`config.mk`:
```
export PLATFORM = sky130hd
export DESIGN_NAME = sdram_refresh_sched
export DESIGN_NICKNAME = d
export VERILOG_FILES = /design/src/rtl/sdram_refsched_pkg.sv /design/src/rtl/refsched_credit.sv /design/src/rtl/refsched_fsm.sv /design/src/rtl/sdram_refresh_sched.sv
export SDC_FILE = /design/constraint.sdc
export NUM_CORES = 1
export LEC_CHECK = 0
export BUFFER_PORTS_ARGS = -buffer_cell sky130_fd_sc_hd__buf_2
export CORE_MARGIN = 5
export CORE_UTILIZATION = 60
export DETAILED_ROUTE_END_ITERATION = 7
export GPL_TIMING_DRIVEN = 0
export PLACE_DENSITY = 0.78
export SYNTH_ARGS = -nofsm -noshare
export SYNTH_HDL_FRONTEND = slang
export SYNTH_SLANG_ARGS = --single-unit
```
`constraint.sdc`:
```
create_clock -name clk -period 4.2 [get_ports clk]
set_input_delay 1.05 -clock clk [delete_from_list [all_inputs] [get_ports clk]]
set_output_delay 1.05 -clock clk [all_outputs]
set_load 0.01 [all_outputs]
```
`src/rtl/sdram_refsched_pkg.sv`:
```
`timescale 1ns/1ps
package sdram_refsched_pkg;
  typedef enum logic [3:0] {
    ST_IDLE,   // waiting for credit or sleep plus grant
    ST_PRE,    // precharge-all strobe
    ST_RP,     // precharge recovery
    ST_AREF,   // periodic auto refresh strobe
    ST_RC,     // refresh cycle time
    ST_SRE,    // self-refresh entry strobe, cke low
    ST_HOLD,   // minimum cke-low time
    ST_SLEEP,  // device in self-refresh
    ST_NOP,    // NOP guard after cke rises
    ST_REC,    // exit recovery
    ST_CAREF,  // catch-up refresh strobe
    ST_CWAIT   // catch-up spacing
  } sched_state_t;
endpackage

```
`src/rtl/refsched_credit.sv`:
```
`timescale 1ns/1ps
module refsched_credit #(
  parameter int REF_INTERVAL = 3125,
  parameter int MAX_CREDIT   = 8
) (
  input  logic clk,
  input  logic rst_n,
  input  logic hold,
  input  logic consume,
  output logic owed
);
  localparam int IW = $clog2(REF_INTERVAL);
  localparam int CW = $clog2(MAX_CREDIT + 1);

  logic [IW-1:0] icnt;
  logic [CW-1:0] credits;
  logic          tick;

  assign tick = (icnt == IW'(REF_INTERVAL - 1));
  assign owed = (credits != '0);

  always_ff @(posedge clk) begin
    if (!rst_n || hold) begin
      icnt    <= '0;
      credits <= '0;
    end else begin
      icnt <= tick ? '0 : icnt + IW'(1);
      if (tick && !consume) begin
        if (credits != CW'(MAX_CREDIT)) credits <= credits + CW'(1);
      end else if (!tick && consume) begin
        credits <= credits - CW'(1);
      end
    end
  end

  assert_credit_bound_R4: assert property (@(posedge clk) disable iff (!rst_n)
    credits <= CW'(MAX_CREDIT));
  assert_consume_owed_R4: assert property (@(posedge clk) disable iff (!rst_n)
    consume |-> credits != '0);
endmodule

```
`src/rtl/refsched_fsm.sv`:
```
`timescale 1ns/1ps
module refsched_fsm
  import sdram_refsched_pkg::*;
#(
  parameter int T_RP      = 4,
  parameter int T_RC      = 13,
  parameter int T_RAS     = 9,
  parameter int NOP_GUARD = 2,
  parameter int CATCHUP_N = 4096
) (
  input  logic clk,
  input  logic rst_n,
  input  logic owed,
  input  logic sleep_req,
  input  logic ref_gnt,
  output logic ref_req,
  output logic pre_all_stb,
  output logic aref_stb,
  output logic sref_stb,
  output logic cke,
  output logic busy,
  output logic hold,
  output logic consume
);
  localparam int M1   = (T_RP > T_RC) ? T_RP : T_RC;
  localparam int M2   = (T_RAS > NOP_GUARD) ? T_RAS : NOP_GUARD;
  localparam int WMAX = (M1 > M2) ? M1 : M2;
  localparam int WW   = $clog2(WMAX + 1);
  localparam int RW   = $clog2(CATCHUP_N + 1);

  sched_state_t  state;
  logic [WW-1:0] wcnt;
  logic [RW-1:0] rem;
  logic          sr_mode;

  assign ref_req     = (state == ST_IDLE) && (owed || sleep_req);
  assign pre_all_stb = (state == ST_PRE);
  assign aref_stb    = (state == ST_AREF) || (state == ST_CAREF);
  assign sref_stb    = (state == ST_SRE);
  assign cke         = !(state inside {ST_SRE, ST_HOLD, ST_SLEEP});
  assign busy        = (state != ST_IDLE);
  assign hold        = sr_mode;
  assign consume     = (state == ST_AREF);

  always_ff @(posedge clk) begin
    if (!rst_n) begin
      state   <= ST_IDLE;
      wcnt    <= '0;
      rem     <= '0;
      sr_mode <= 1'b0;
    end else begin
      case (state)
        ST_IDLE: if (ref_req && ref_gnt) begin
          state   <= ST_PRE;
          sr_mode <= sleep_req;
        end
        ST_PRE: begin
          state <= ST_RP;
          wcnt  <= WW'(T_RP - 2);
        end
        ST_RP: if (wcnt == '0) state <= sr_mode ? ST_SRE : ST_AREF;
               else wcnt <= wcnt - WW'(1);
        ST_AREF: begin
          state <= ST_RC;
          wcnt  <= WW'(T_RC - 2);
        end
        ST_RC: if (wcnt == '0) state <= ST_IDLE;
               else wcnt <= wcnt - WW'(1);
        ST_SRE: begin
          state <= ST_HOLD;
          wcnt  <= WW'(T_RAS - 2);
        end
        ST_HOLD: if (wcnt == '0) state <= ST_SLEEP;
                 else wcnt <= wcnt - WW'(1);
        ST_SLEEP: if (!sleep_req) begin
          state <= ST_NOP;
          wcnt  <= WW'(NOP_GUARD - 1);
        end
        ST_NOP: if (wcnt == '0) begin
          state <= ST_REC;
          wcnt  <= WW'(T_RC - 1);
          rem   <= RW'(CATCHUP_N - 1);
        end else wcnt <= wcnt - WW'(1);
        ST_REC: if (wcnt == '0) state <= ST_CAREF;
                else wcnt <= wcnt - WW'(1);
        ST_CAREF: begin
          state <= ST_CWAIT;
          wcnt  <= WW'(T_RC - 2);
        end
        ST_CWAIT: if (wcnt != '0) wcnt <= wcnt - WW'(1);
          else if (rem == '0) begin
            state   <= ST_IDLE;
            sr_mode <= 1'b0;
          end else begin
            rem   <= rem - RW'(1);
            state <= ST_CAREF;
          end
        default: state <= ST_IDLE;
      endcase
    end
  end

  // cke-low run length, kept for the minimum-hold check
  int lowcnt;
  always_ff @(posedge clk) begin
    if (!rst_n || cke) lowcnt <= 0;
    else if (lowcnt < T_RAS) lowcnt <= lowcnt + 1;
  end

  assert_grant_before_pre_R2: assert property (@(posedge clk) disable iff (!rst_n)
    pre_all_stb |-> $past(ref_req && ref_gnt));
  assert_strobe_exclusive_R3: assert property (@(posedge clk) disable iff (!rst_n)
    $onehot0({pre_all_stb, aref_stb, sref_stb}));
  assert_cke_low_min_R5: assert property (@(posedge clk) disable iff (!rst_n)
    $rose(cke) |-> lowcnt >= T_RAS);
  assert_aref_cke_high_R8: assert property (@(posedge clk) disable iff (!rst_n)
    aref_stb |-> cke);
  assert_no_req_busy_R8: assert property (@(posedge clk) disable iff (!rst_n)
    busy |-> !ref_req);
endmodule

```
`src/rtl/sdram_refresh_sched.sv`:
```
`timescale 1ns/1ps
module sdram_refresh_sched #(
  parameter int REF_INTERVAL = 3125,
  parameter int MAX_CREDIT   = 8,
  parameter int T_RP         = 4,
  parameter int T_RC         = 13,
  parameter int T_RAS        = 9,
  parameter int NOP_GUARD    = 2,
  parameter int CATCHUP_N    = 4096
) (
  input  logic clk,
  input  logic rst_n,
  input  logic sleep_req,
  input  logic ref_gnt,
  output logic ref_req,
  output logic cke,
  output logic pre_all_stb,
  output logic aref_stb,
  output logic sref_stb,
  output logic busy
);
  logic owed, hold, consume;

  refsched_credit #(
    .REF_INTERVAL(REF_INTERVAL),
    .MAX_CREDIT  (MAX_CREDIT)
  ) u_credit (
    .clk    (clk),
    .rst_n  (rst_n),
    .hold   (hold),
    .consume(consume),
    .owed   (owed)
  );

  refsched_fsm #(
    .T_RP     (T_RP),
    .T_RC     (T_RC),
    .T_RAS    (T_RAS),
    .NOP_GUARD(NOP_GUARD),
    .CATCHUP_N(CATCHUP_N)
  ) u_fsm (
    .clk        (clk),
    .rst_n      (rst_n),
    .owed       (owed),
    .sleep_req  (sleep_req),
    .ref_gnt    (ref_gnt),
    .ref_req    (ref_req),
    .pre_all_stb(pre_all_stb),
    .aref_stb   (aref_stb),
    .sref_stb   (sref_stb),
    .cke        (cke),
    .busy       (busy),
    .hold       (hold),
    .consume    (consume)
  );
endmodule

```
==> impl_metrics.json <==
{
  "critPathMaxFanout": 10,
  "postCtsSetupBuffers": 0,
  "grt_antenna_before_repair": 0,
  "route.detailed.drc": 0,
  "ff2ff_path_depth": 11,
  "drtAntennaViolNets": 0,
  "holdBufCountCts": 0,
  "powerDensity_nw_per_um2": 459,
  "worstPathRequired_ns": 3.15,
  "coreArea_um2": 3720,
  "synthSimpleGateAreaFrac_pct": 31.3,
  "n_antenna_cell": 0,
  "r2r_start": "u_fsm.state[2]",
  "synth_top_family_by_area": "simple AND/OR/NAND/NOR gates",
  "drive_gt1_share_pct": 10.4,
  "syn2layout_area_growth_pct": 9.38,
  "cts_buffers": 5,
  "die_w_um": 72.2,
  "grt.total_usage_pct": 20.6,
  "fill_cells": 326,
  "setup_viol": 0,
  "yosysTopAreaCell": "dfxtp_1",
  "max-cap-violations": 0,
  "min_period_ns": 2.97,
  "post_cts_resized": 0,
  "syn-instance-count": 283,
  "netlist_area_um2": 2320,
  "ys_types": 66,
  "yosys-top-cells-area": "dfxtp_1 33%, xnor2_1 5.7%, nor2_1 5.2%",
  "cts_tree": "built",
  "overflow": 0,
  "root_buffer": "clkbuf_8",
  "vias": 2108,
  "synth_top_cell_area_share_pct": 32.8,
  "synth-edff-count": 0,
  "critPathKind": "reg2out",
  "start_util_pct": 62.4,
  "syn-num-nets": 296,
  "syn_area_per_cell_um2": 8.20,
  "status": "finished, final reports clean",
  "clock-skew-final_ns": 0.0109,
  "hold_viol": 0,
  "hpwl_um": 3570,
  "cts_buffer_depth": 2,
  "holdPathStages": 2,
  "synthAdderAreaFrac_pct": 5.18,
  "synth_seq_cells": 38,
  "ir_drop_uv": 198,
  "clk_pin_slew_ns": 0.08,
  "rsz0062_at_grt": "no",
  "crit_arrival_ns": 1.92,
  "placement.io_buffers": 9,
  "grt_pass1_vias": 1920,
  "ff_latch_area_um2": 761,
  "max_slew.worst_pin.slew_ns": 1.15,
  "critPathLaunchType": "flop",
  "slew_headroom_pct": 22.9,
  "slew_viol_final": 0,
  "ys.flop_type": "dfxtp_1",
  "grt_pass1_wl_um": 8690,
  "gp_congestion": 0.876,
  "die_area_um2": 5210,
  "avgRoutedWirePerCell_um": 14.5,
  "dpl_cell_area_um2": 2420,
  "leakage_nw": 0.954,
  "synth_compound_area_share_pct": 16.5,
  "cts.sinks": 38,
  "layout_worst_path_cycle_share_pct": 70.6,
  "setup_tns_ns": 0,
  "fin_nets": 312,
  "clk_latency_ns": 0.29,
  "met2_usage_pct": 31.6,
  "grtUsageMet3_pct": 4.85,
  "fmax_mhz": 337,
  "async_flop_share_pct": 0,
  "vias_per_cell": 6.07,
  "cp-startpoint": "u_fsm.state[0]",
  "fin_area_um2": 2540,
  "drt-pass1-iter-count": 4,
  "hp-class": "reg2reg",
  "crit_path_end_kind": "output port",
  "wl_um": 5020,
  "die_y_um": 72.2,
  "synth_xor_area_share_pct": 8.31,
  "grt_util_met1_pct": 29.0,
  "grt_max_degree": 12,
  "yosys_warnings": 0,
  "multi_input_area_um2": 1460,
  "seq_area_frac_synth_pct": 32.8,
  "cts_max_level": 2,
  "busiest_layer": "met2",
  "min_from": "u_fsm.wcnt[1]",
  "fp-row-count": 22,
  "muxShareOfSynthArea_pct": 1.78,
  "ioPinCount": 10,
  "drt_iter0_drc": 268
}
routing by layer:
layer / vias up / wire (um)
li1: 1064 / -
met1: 968 / 2380
met2: 70 / 2280
met3: 6 / 308
met4: 0 / 49
met5: - / 0
sequential cells by signal, summed over array words and instances, names as in the netlist:
name              count
u_fsm.state           4
u_fsm.wcnt            4
u_credit.icnt        12
u_fsm.hold            1
u_fsm.rem            13
u_credit.credits      4
kinds of logic (layout without fill, tap and decap cells):
family                     after synthesis  count (layout)
AOI/OAI and AO/OA                       56              56
xor gates and xnor gates                22              22
adders and majority gates                9               9
buffers and inverters                   23              39
DFF                                     38              38
muxes                                    4               4
and+or+nand+nor                        131             131
final timing paths:
| path | slack [ns] | to |
|---|---|---|
| max | 1.23 | pre_all_stb |
| min | 0.47 | u_fsm.wcnt[1] |
| max reg2reg | 1.57 | u_credit.credits[3] |
| min reg2reg | 0.47 | u_fsm.wcnt[1] |
per-stage QoR:
step	hold WS, ns	util (%)	total power, mW	std cells	worst slack [ns]
2_1_floorplan	0.437	-	0.744	283	1.72
3_3_place_gp	0.457	65.3	0.836	340	1.42
3_5_place_dp	0.462	65.3	0.842	340	1.44
4_1_cts	0.475	68.3	1.16	347	1.25
5_1_grt	0.517	68.3	1.24	347	1.05
6_report	0.473	68.3	1.17	347	1.23
cell usage in the layout, fill, tap and decap left out, types with 4 or more instances in the layout:
| cell type | count |
|---|---|
| a211oi_1 | 4 |
| a21oi_1 | 14 |
| and3_1 | 7 |
| buf_2 | 11 |
| clkbuf_1 | 7 |
| clkbuf_8 | 6 |
| dfxtp_1 | 38 |
| ha_1 | 8 |
| inv_1 | 9 |
| nand2_1 | 25 |
| nand2b_1 | 4 |
| nand3_1 | 9 |
| nand4_1 | 4 |
| nor2_1 | 32 |
| nor3_1 | 17 |
| nor3b_1 | 4 |
| nor4_1 | 5 |
| o21ai_0 | 8 |
| xnor2_1 | 15 |
| xor2_1 | 7 |
worst max-delay path: stages, from the launching register on:
cell	delay [ns]
dfxtp_1	0.32
buf_4	0.16
clkbuf_1	0.35
buf_1	0.39
nand2_1	0.12
nor3_1	0.14
buf_2	0.15
cell usage after synthesis, types with 2 or more instances:
| cell | instances |
|---|---|
| nor4bb_1 | 2 |
| ha_1 | 8 |
| nand3_1 | 9 |
| a22oi_1 | 2 |
| and3_1 | 7 |
| nand2b_1 | 4 |
| o21ai_0 | 8 |
| nor3_1 | 17 |
| a31oi_1 | 3 |
| nor2_1 | 32 |
| nand2_1 | 25 |
| buf_4 | 2 |
| mux2i_1 | 3 |
| a21oi_1 | 14 |
| a21o_1 | 3 |
| nand4_1 | 4 |
| nor4_1 | 5 |
| nor4b_1 | 3 |
| xnor2_1 | 15 |
| a211oi_1 | 4 |
| nand4b_1 | 2 |
| o211a_1 | 2 |
| buf_2 | 2 |
| dfxtp_1 | 38 |
| o211ai_1 | 2 |
| xor2_1 | 7 |
| nor3b_1 | 4 |
| buf_1 | 2 |
| inv_1 | 9 |
| clkbuf_1 | 7 |
| o32ai_1 | 2 |
| o22ai_1 | 2 |
final cells by class:
cell class | instances | share of cell area, %
multi-input combinational | 222 | 57.6
sequential | 38 | 30.0
clock buffer | 6 | 3.25
tap | 48 | 2.37
buffer | 13 | 2.32
timing repair buffer | 9 | 1.78
inverter | 10 | 1.48
clock inverter | 1 | 1.18
report_power, final:
group          switching (mW)  internal [mW]
Clock                   0.131          0.190
Sequential             0.0252          0.390
Combinational           0.263          0.166
(Power assumes the default switching activity.)
